===== config.mk =====
export PLATFORM = sky130hd
export DESIGN_NAME = flash_cmd_engine
export DESIGN_NICKNAME = d
export VERILOG_FILES = /design/src/rtl/fce_pkg.sv /design/src/rtl/fce_spi_master.sv /design/src/rtl/fce_csum.sv /design/src/rtl/flash_cmd_engine.sv
export SDC_FILE = /design/constraint.sdc
export NUM_CORES = 1
export LEC_CHECK = 0
export ABC_AREA = 1
export CAP_MARGIN = 20
export CORE_MARGIN = 1.5
export CORE_UTILIZATION = 66
export CTS_CLUSTER_DIAMETER = 30
export DETAILED_ROUTE_END_ITERATION = 8
export PLACE_DENSITY_LB_ADDON = 0.25
export SETUP_SLACK_MARGIN = 0.15
export SKIP_CTS_REPAIR_TIMING = 1
export SLEW_MARGIN = 25
export SYNTH_ARGS = -nofsm -noshare
export SYNTH_HDL_FRONTEND = slang
export SYNTH_SLANG_ARGS = --single-unit

===== constraint.sdc =====
create_clock -name clk -period 5 [get_ports clk]
set_input_delay 1 -clock clk [delete_from_list [all_inputs] [get_ports clk]]
set_output_delay 1 -clock clk [all_outputs]
set_load 0.005 [all_outputs]

===== src/rtl/fce_pkg.sv =====
package fce_pkg;
  localparam int LEN_W = 16;

  localparam logic [7:0] H_ID     = 8'h01;
  localparam logic [7:0] H_READ   = 8'h02;
  localparam logic [7:0] H_WRITE  = 8'h03;
  localparam logic [7:0] H_ERASE  = 8'h04;
  localparam logic [7:0] H_STATUS = 8'h05;

  localparam logic [7:0] F_ID     = 8'h9F;
  localparam logic [7:0] F_READ   = 8'h03;
  localparam logic [7:0] F_STATUS = 8'hD7;
  localparam logic [7:0] F_BUFWR  = 8'h84;
  localparam logic [7:0] F_PROG   = 8'h83;

  typedef enum logic [1:0] {BODY_NONE, BODY_TOHOST, BODY_FROMHOST, BODY_POLL} body_e;
  typedef enum logic [1:0] {AFT_IDLE, AFT_CSUM, AFT_POLL_START, AFT_POLL_CHECK} aft_e;
  typedef enum logic [3:0] {
    ST_CMD, ST_HDR, ST_TOHOST, ST_FROMHOST, ST_POLLRD,
    ST_CSEND, ST_NEXT, ST_CSUM, ST_REPLY
  } state_e;

  typedef struct packed {
    logic [3:0][7:0]  hdr;
    logic [2:0]       hlen;
    body_e            body;
    logic [LEN_W-1:0] blen;
    aft_e             aft;
  } txn_t;

  function automatic txn_t mk_txn(input logic [7:0] b0, input logic [7:0] b1,
                                  input logic [7:0] b2, input logic [7:0] b3,
                                  input logic [2:0] n, input body_e bd,
                                  input logic [LEN_W-1:0] len, input aft_e af);
    txn_t t;
    t.hdr  = {b3, b2, b1, b0};
    t.hlen = n;
    t.body = bd;
    t.blen = len;
    t.aft  = af;
    return t;
  endfunction
endpackage


===== src/rtl/fce_spi_master.sv =====
module fce_spi_master #(
  parameter int DIV = 2
) (
  input  logic       clk,
  input  logic       rst_n,
  input  logic       start,
  input  logic [7:0] din,
  input  logic       miso,
  output logic       done,
  output logic [7:0] dout,
  output logic       sck,
  output logic       mosi
);
  localparam int CW = (DIV > 1) ? $clog2(DIV) : 1;

  logic [CW-1:0] cnt;
  logic [2:0]    bitn;
  logic [7:0]    sh_o, sh_i;
  logic          busy;

  always_ff @(posedge clk) begin
    if (!rst_n) begin
      cnt  <= '0;
      bitn <= '0;
      sh_o <= '0;
      sh_i <= '0;
      busy <= 1'b0;
      sck  <= 1'b0;
      done <= 1'b0;
    end else begin
      done <= 1'b0;
      if (start && !busy) begin
        busy <= 1'b1;
        sh_o <= din;
        cnt  <= '0;
        bitn <= '0;
        sck  <= 1'b0;
      end else if (busy) begin
        if (cnt == CW'(DIV - 1)) begin
          cnt <= '0;
          if (!sck) begin
            sck  <= 1'b1;
            sh_i <= {sh_i[6:0], miso};
          end else begin
            sck <= 1'b0;
            if (bitn == 3'd7) begin
              busy <= 1'b0;
              done <= 1'b1;
            end else begin
              bitn <= bitn + 3'd1;
              sh_o <= {sh_o[6:0], 1'b0};
            end
          end
        end else begin
          cnt <= cnt + 1'b1;
        end
      end
    end
  end

  assign mosi = sh_o[7];
  assign dout = sh_i;
endmodule


===== src/rtl/fce_csum.sv =====
module fce_csum #(
  parameter int W = 8
) (
  input  logic         clk,
  input  logic         rst_n,
  input  logic         clr,
  input  logic         add,
  input  logic [W-1:0] din,
  output logic [W-1:0] sum
);
  always_ff @(posedge clk) begin
    if (!rst_n || clr) sum <= '0;
    else if (add)      sum <= sum + din;
  end
endmodule


===== src/rtl/flash_cmd_engine.sv =====
module flash_cmd_engine
  import fce_pkg::*;
#(
  parameter int PAGE_BYTES = 264,
  parameter int PAGE_SHIFT = 9,
  parameter int SPI_DIV    = 2,
  parameter int POLL_LIMIT = 1000
) (
  input  logic       clk,
  input  logic       rst_n,
  input  logic [7:0] rx_data,
  input  logic       rx_valid,
  output logic       rx_ready,
  output logic [7:0] tx_data,
  output logic       tx_valid,
  input  logic       tx_ready,
  output logic       spi_sck,
  output logic       spi_cs_n,
  output logic       spi_mosi,
  input  logic       spi_miso
);
  localparam int PW = $clog2(POLL_LIMIT + 1);
  localparam logic [LEN_W-1:0] PLEN = LEN_W'(PAGE_BYTES);

  state_e           st;
  txn_t             txn, dec_txn;
  logic             dec_go, dec_wr;
  logic [LEN_W-1:0] idx;
  logic [1:0]       bcnt;
  logic [23:0]      arg_q, dec_arg, page_q, prog_addr;
  logic             in_flight, rdy_bit;
  logic [PW-1:0]    poll_cnt;
  logic             spi_start, spi_done;
  logic [7:0]       spi_din, spi_dout, sum;
  logic             rx_fire, sum_clr, sum_add;

  fce_spi_master #(.DIV(SPI_DIV)) u_spi (
    .clk(clk), .rst_n(rst_n), .start(spi_start), .din(spi_din), .miso(spi_miso),
    .done(spi_done), .dout(spi_dout), .sck(spi_sck), .mosi(spi_mosi)
  );

  fce_csum #(.W(8)) u_sum (
    .clk(clk), .rst_n(rst_n), .clr(sum_clr), .add(sum_add), .din(rx_data), .sum(sum)
  );

  assign rx_ready = (st == ST_CMD) || (st == ST_CSUM) || (st == ST_FROMHOST && !in_flight);
  assign rx_fire  = rx_valid && rx_ready;
  assign sum_add  = rx_fire && (st == ST_FROMHOST);
  assign dec_arg  = {arg_q[15:0], rx_data};
  assign prog_addr = page_q << PAGE_SHIFT;

  // command decode, evaluated on the fourth byte
  always_comb begin
    dec_go  = 1'b1;
    dec_wr  = 1'b0;
    dec_txn = mk_txn(F_STATUS, 8'h00, 8'h00, 8'h00, 3'd1, BODY_TOHOST, LEN_W'(1), AFT_IDLE);
    unique case (arg_q[23:16])
      H_ID:     dec_txn = mk_txn(F_ID, 8'h00, 8'h00, 8'h00, 3'd1, BODY_TOHOST, LEN_W'(4), AFT_IDLE);
      H_READ:   dec_txn = mk_txn(F_READ, dec_arg[23:16], dec_arg[15:8], dec_arg[7:0], 3'd4,
                                 BODY_TOHOST, PLEN, AFT_IDLE);
      H_WRITE: begin
        dec_wr  = 1'b1;
        dec_txn = mk_txn(F_BUFWR, 8'h00, 8'h00, 8'h00, 3'd4, BODY_FROMHOST, PLEN, AFT_CSUM);
      end
      H_ERASE:  dec_txn = mk_txn(8'hC7, 8'h94, 8'h80, 8'h9A, 3'd4, BODY_NONE, '0, AFT_POLL_START);
      H_STATUS: ;
      default:  dec_go = 1'b0;
    endcase
  end

  assign sum_clr = rx_fire && (st == ST_CMD) && (bcnt == 2'd3) && dec_wr;

  always_ff @(posedge clk) begin
    if (!rst_n) begin
      st        <= ST_CMD;
      txn       <= '0;
      idx       <= '0;
      bcnt      <= '0;
      arg_q     <= '0;
      page_q    <= '0;
      in_flight <= 1'b0;
      rdy_bit   <= 1'b0;
      poll_cnt  <= '0;
      spi_start <= 1'b0;
      spi_din   <= '0;
      spi_cs_n  <= 1'b1;
      tx_valid  <= 1'b0;
      tx_data   <= '0;
    end else begin
      spi_start <= 1'b0;
      unique case (st)
        ST_CMD: if (rx_fire) begin
          bcnt  <= bcnt + 2'd1;
          arg_q <= dec_arg;
          if (bcnt == 2'd3 && dec_go) begin
            txn      <= dec_txn;
            page_q   <= dec_arg;
            idx      <= '0;
            spi_cs_n <= 1'b0;
            st       <= ST_HDR;
          end
        end
        ST_HDR: begin
          if (!in_flight) begin
            spi_start <= 1'b1;
            spi_din   <= txn.hdr[idx[1:0]];
            in_flight <= 1'b1;
          end else if (spi_done) begin
            in_flight <= 1'b0;
            if (idx == LEN_W'(txn.hlen - 3'd1)) begin
              idx <= '0;
              unique case (txn.body)
                BODY_NONE:     st <= ST_CSEND;
                BODY_TOHOST:   st <= ST_TOHOST;
                BODY_FROMHOST: st <= ST_FROMHOST;
                BODY_POLL:     st <= ST_POLLRD;
              endcase
            end else begin
              idx <= idx + 1'b1;
            end
          end
        end
        ST_TOHOST: begin
          if (tx_valid) begin
            if (tx_ready) begin
              tx_valid <= 1'b0;
              if (idx == txn.blen) st <= ST_CSEND;
            end
          end else if (!in_flight) begin
            spi_start <= 1'b1;
            spi_din   <= 8'h00;
            in_flight <= 1'b1;
          end else if (spi_done) begin
            in_flight <= 1'b0;
            tx_data   <= spi_dout;
            tx_valid  <= 1'b1;
            idx       <= idx + 1'b1;
          end
        end
        ST_FROMHOST: begin
          if (rx_fire) begin
            spi_start <= 1'b1;
            spi_din   <= rx_data;
            in_flight <= 1'b1;
          end else if (in_flight && spi_done) begin
            in_flight <= 1'b0;
            if (idx == txn.blen - 1'b1) begin
              idx <= '0;
              st  <= ST_CSEND;
            end else begin
              idx <= idx + 1'b1;
            end
          end
        end
        ST_POLLRD: begin
          if (!in_flight) begin
            spi_start <= 1'b1;
            spi_din   <= 8'h00;
            in_flight <= 1'b1;
          end else if (spi_done) begin
            in_flight <= 1'b0;
            rdy_bit   <= spi_dout[7];
            st        <= ST_CSEND;
          end
        end
        ST_CSEND: begin
          spi_cs_n <= 1'b1;
          st       <= ST_NEXT;
        end
        ST_NEXT: begin
          unique case (txn.aft)
            AFT_IDLE: st <= ST_CMD;
            AFT_CSUM: st <= ST_CSUM;
            AFT_POLL_START: begin
              poll_cnt <= '0;
              txn      <= mk_txn(F_STATUS, 8'h00, 8'h00, 8'h00, 3'd1, BODY_POLL, LEN_W'(1), AFT_POLL_CHECK);
              idx      <= '0;
              spi_cs_n <= 1'b0;
              st       <= ST_HDR;
            end
            AFT_POLL_CHECK: begin
              if (rdy_bit || poll_cnt == PW'(POLL_LIMIT - 1)) begin
                tx_data  <= {7'd0, rdy_bit};
                tx_valid <= 1'b1;
                st       <= ST_REPLY;
              end else begin
                poll_cnt <= poll_cnt + 1'b1;
                idx      <= '0;
                spi_cs_n <= 1'b0;
                st       <= ST_HDR;
              end
            end
          endcase
        end
        ST_CSUM: if (rx_fire) begin
          if (sum + rx_data == 8'h00) begin
            txn      <= mk_txn(F_PROG, prog_addr[23:16], prog_addr[15:8], prog_addr[7:0], 3'd4,
                               BODY_NONE, '0, AFT_POLL_START);
            idx      <= '0;
            spi_cs_n <= 1'b0;
            st       <= ST_HDR;
          end else begin
            tx_data  <= 8'h00;
            tx_valid <= 1'b1;
            st       <= ST_REPLY;
          end
        end
        ST_REPLY: if (tx_ready) begin
          tx_valid <= 1'b0;
          st       <= ST_CMD;
        end
        default: st <= ST_CMD;
      endcase
    end
  end
endmodule



==> impl_results.md <==
* Status: completed
* Io pins at 26
* Synth Area in Compound Gates at 0.207
* Ys async rst share at 0
* Port Buf Inserts at 25
* Vias in the first global route at 7230
* Final global-route overflow total at 0
* Sinks on Clock Net at roughly 160
* Setup CP Type: in2reg
* Dominant synthesized flop cell: dfxtp_1
* Actual slew at the worst max-slew pin at ~1.0 ns
* Hold Path Stages at 2
* Vias at roughly 8000
* Die Height at between 100 and 150 um
* Clock transition at path regs at 0.06 ns
* Share of the synthesized area in the top cell type at 0.385
* Initial antenna violation count at 0
* Area grow syn2layout at 9.61%
* Hold path startpoint: txn[44]$_SDFFE_PN0P_
* R2R depth at 12
* Placeable Area at approximately 12000 sq um
* DPL Wire Length at around 14000 um
* Power Density at 300 nW/um^2
* Remaining antenna violation count at 0
* CP Launch Type: input pin
* Max-slew violation count at 0
* Vias/cell at 5.73
* Mux share of post-synthesis cell area at 0
* CP max FO at 34
* Clk_skew at roughly 0.009 ns
* GR peak layer: met2
* H-tree Lvls at 4
* Most frequent cells in the layout: 245 x nand2_1, 159 x nor2_1, 159 x dfxtp_1
* P_leak at approximately 3.8 nW
* Syn Std Cell Area at roughly 8300 sq um
* GRT Util Overall at 0.333
* Max Root-Sink Buffers at 2
* Die area at around 13000 sq um
* Adder-cell share of the synthesized area at 0.0297
* R2r setup slk at between 1.5 and 2 ns
* Largest net degree at the start of global routing at 115
* # fillers at 984
* CTS tree: done
* Relative slew slack at 0.306
* Average wire per standard cell at roughly 15 um
* Fin. Hold Viols at 0
* Sequential element share of the synthesized area at 0.385
* Hold EP: txn[44]$_SDFFE_PN0P_
* Met1 Resource Use GR at 0.428
* Area leader, netlist: dfxtp_1
* Die width at between 100 and 150 um
* Clock latency on the worst-skew pair at around 0.44 ns
* Routability cong. at between 0.9 and 1
* Final Setup Violations at 0
* RSZ-0062 raised after global routing: false
* Synth Area in XOR/XNOR at 0.0180
* Clock tree root buffer cell: clkbuf_16
* Cells after Synth at between 1000 and 1500
* Commonest non-fill, non-tap cell in the layout: nand2_1
* Syn nets at 1257
* DRC Markers at 0
* Final #Nets at between 1000 and 1500
* FMAX at 252 MHz
* Detailed Route Iter0 Violations at about 780
* Final setup margin at 1.04 ns
* RR Startpoint: u_sum.sum[0]$_SDFFE_PP0P_
* Mean Syn Cell Area at slightly below 7 sq um
* Pre-CTS setup slack at between 0.7 and 0.8 ns
* Max-cap viol count at 0
* N_diodes at 0
* Share of layout cells above drive strength 1 at 0.0729
* Area contributors post-synth: dfxtp_1 39%, nand2_1 11%, o21ai_0 8.1%, nor2_1 7.2%, a21oi_1 7.0%
* Yosys warns at 0
* Number of synthesized register bits at between 150 and 200
* Largest family of logic cells by synthesized area: simple AND/OR/NAND/NOR gates
* Worst reg2reg endpoint: txn[29]$_SDFFE_PN0P_
* Grt met2 use at 0.549
* EDFF count, synth at 0
* First-pass GRT wire length at 34600 um
* Post-route clock period utilization at 0.793
* Setup crit end kind: register
* Maximum VDD drop at about 0.3 mV
* Critical Path RT at 5.38 ns
* Post-route setup TNS at 0 ns
* Hold WC Path Type: reg2reg
* Critical path arrival at approximately 4.3 ns
* M3 GR Usage at 0.0833
* Tmin final at between 3 and 4 ns
* Netlist cell types at 45
* Simple-gate area share of the yosys netlist at 0.259
* Initial Util at 0.683
* # rows at 40
* Detailed Routing Iterations Pass 1 at 6
* TritonCTS Buffers at 17
* Total Wirelength at 21100 um
synthesized netlist by cell type, types with 12 or more instances:
cell type	instances
a21oi_1	115
o21ai_0	133
inv_1	141
clkbuf_1	30
nor3_1	13
a21oi_2	12
nor2_1	159
o22ai_1	12
dfxtp_1	159
xor2_1	15
inv_2	13
a31oi_1	14
nand2_1	245
nand3_1	54
ha_1	18
worst max-delay path by stage:
| stage | startpoint | endpoint | slack [ns] |
|---|---|---|---|
| 6_report | rx_data[0] | txn[29]$_SDFFE_PN0P_ | 1.04 |
| 5_1_grt | rx_data[0] | txn[29]$_SDFFE_PN0P_ | 0.81 |
| 2_1_floorplan | rx_data[0] | idx[13]$_SDFFE_PN0P_ | 1.98 |
| 3_5_place_dp | rx_data[0] | txn[29]$_SDFFE_PN0P_ | 0.71 |
| 3_3_place_gp | rx_data[0] | txn[29]$_SDFFE_PN0P_ | 0.82 |
| 4_1_cts | rx_data[0] | idx[0]$_SDFFE_PN0P_ | 1.10 |
cell type report:
class / count / area (sq um) / area share
clock inverters: 9 / 73.8 / 0.00815
well taps: 168 / 210 / 0.0232
multi-input cells: 861 / 4260 / 0.470
inverters: 156 / 586 / 0.0646
clock buffers: 22 / 484 / 0.0534
flip-flops and latches: 159 / 3180 / 0.351
repair buffers: 28 / 268 / 0.0295
layer usage:
layer / up-vias / part of all wire
met2: 319 / 0.47
met5: - / 0
met3: 64 / 0.079
met4: 0 / 0.026
met1: 3653 / 0.43
li1: 3997 / -
through the flow:
step | hold WS [ns] | total power, mW | instance area, sq um | utilization | instances
final | 0.450 | 2.72 | 9060 | 0.748 | 1403
after global routing | 0.471 | 2.80 | 9060 | 0.748 | 1403
after floorplan | 0.420 | 1.46 | 8270 | - | 1225
after global placement | 0.438 | 1.50 | 8500 | 0.702 | 1372
after CTS | 0.451 | 2.72 | 9060 | 0.748 | 1403
after detailed placement | 0.442 | 1.51 | 8500 | 0.702 | 1372
sequential cells by signal, summed over array words and instances (netlist names), 2 cells and up:
register / flops
poll_cnt: 10
u_spi.dout: 8
u_spi.sh_o: 8
page_q: 15
txn: 36
tx_data: 8
spi_din: 8
arg_q: 24
bcnt: 2
st: 4
u_spi.bitn: 3
idx: 16
u_sum.sum: 8
critical path: stages:
cell and delay (ns):
clkdlybuf4s50_1 0.59, ha_1 0.25, fa_1 0.44, or2_2 0.28, nor2_1 0.10, nand3_1 0.10, nor2_1 0.18, nand2_1 0.15
nand2_1 0.19, nand2_2 0.38, inv_2 0.41, o21ai_0 0.12, nor2_1 0.13
power breakdown:
group	leakage (nW)	switching (mW)	total, mW	internal [mW]
Sequential	1.29	0.0166	1.31	1.29
Clock	0.262	0.545	1.24	0.691
Combinational	2.22	0.120	0.177	0.0577
kinds of logic (layout without fill, tap and decap cells):
logic type,count (synthesis),in the layout
simple gates,511,511
compound gates,314,314
buf+inv,205,215
flops,159,159
fa+ha+maj,19,19
xor+xnor,17,17
No activity file was read; power rests on OpenSTA's default activity.
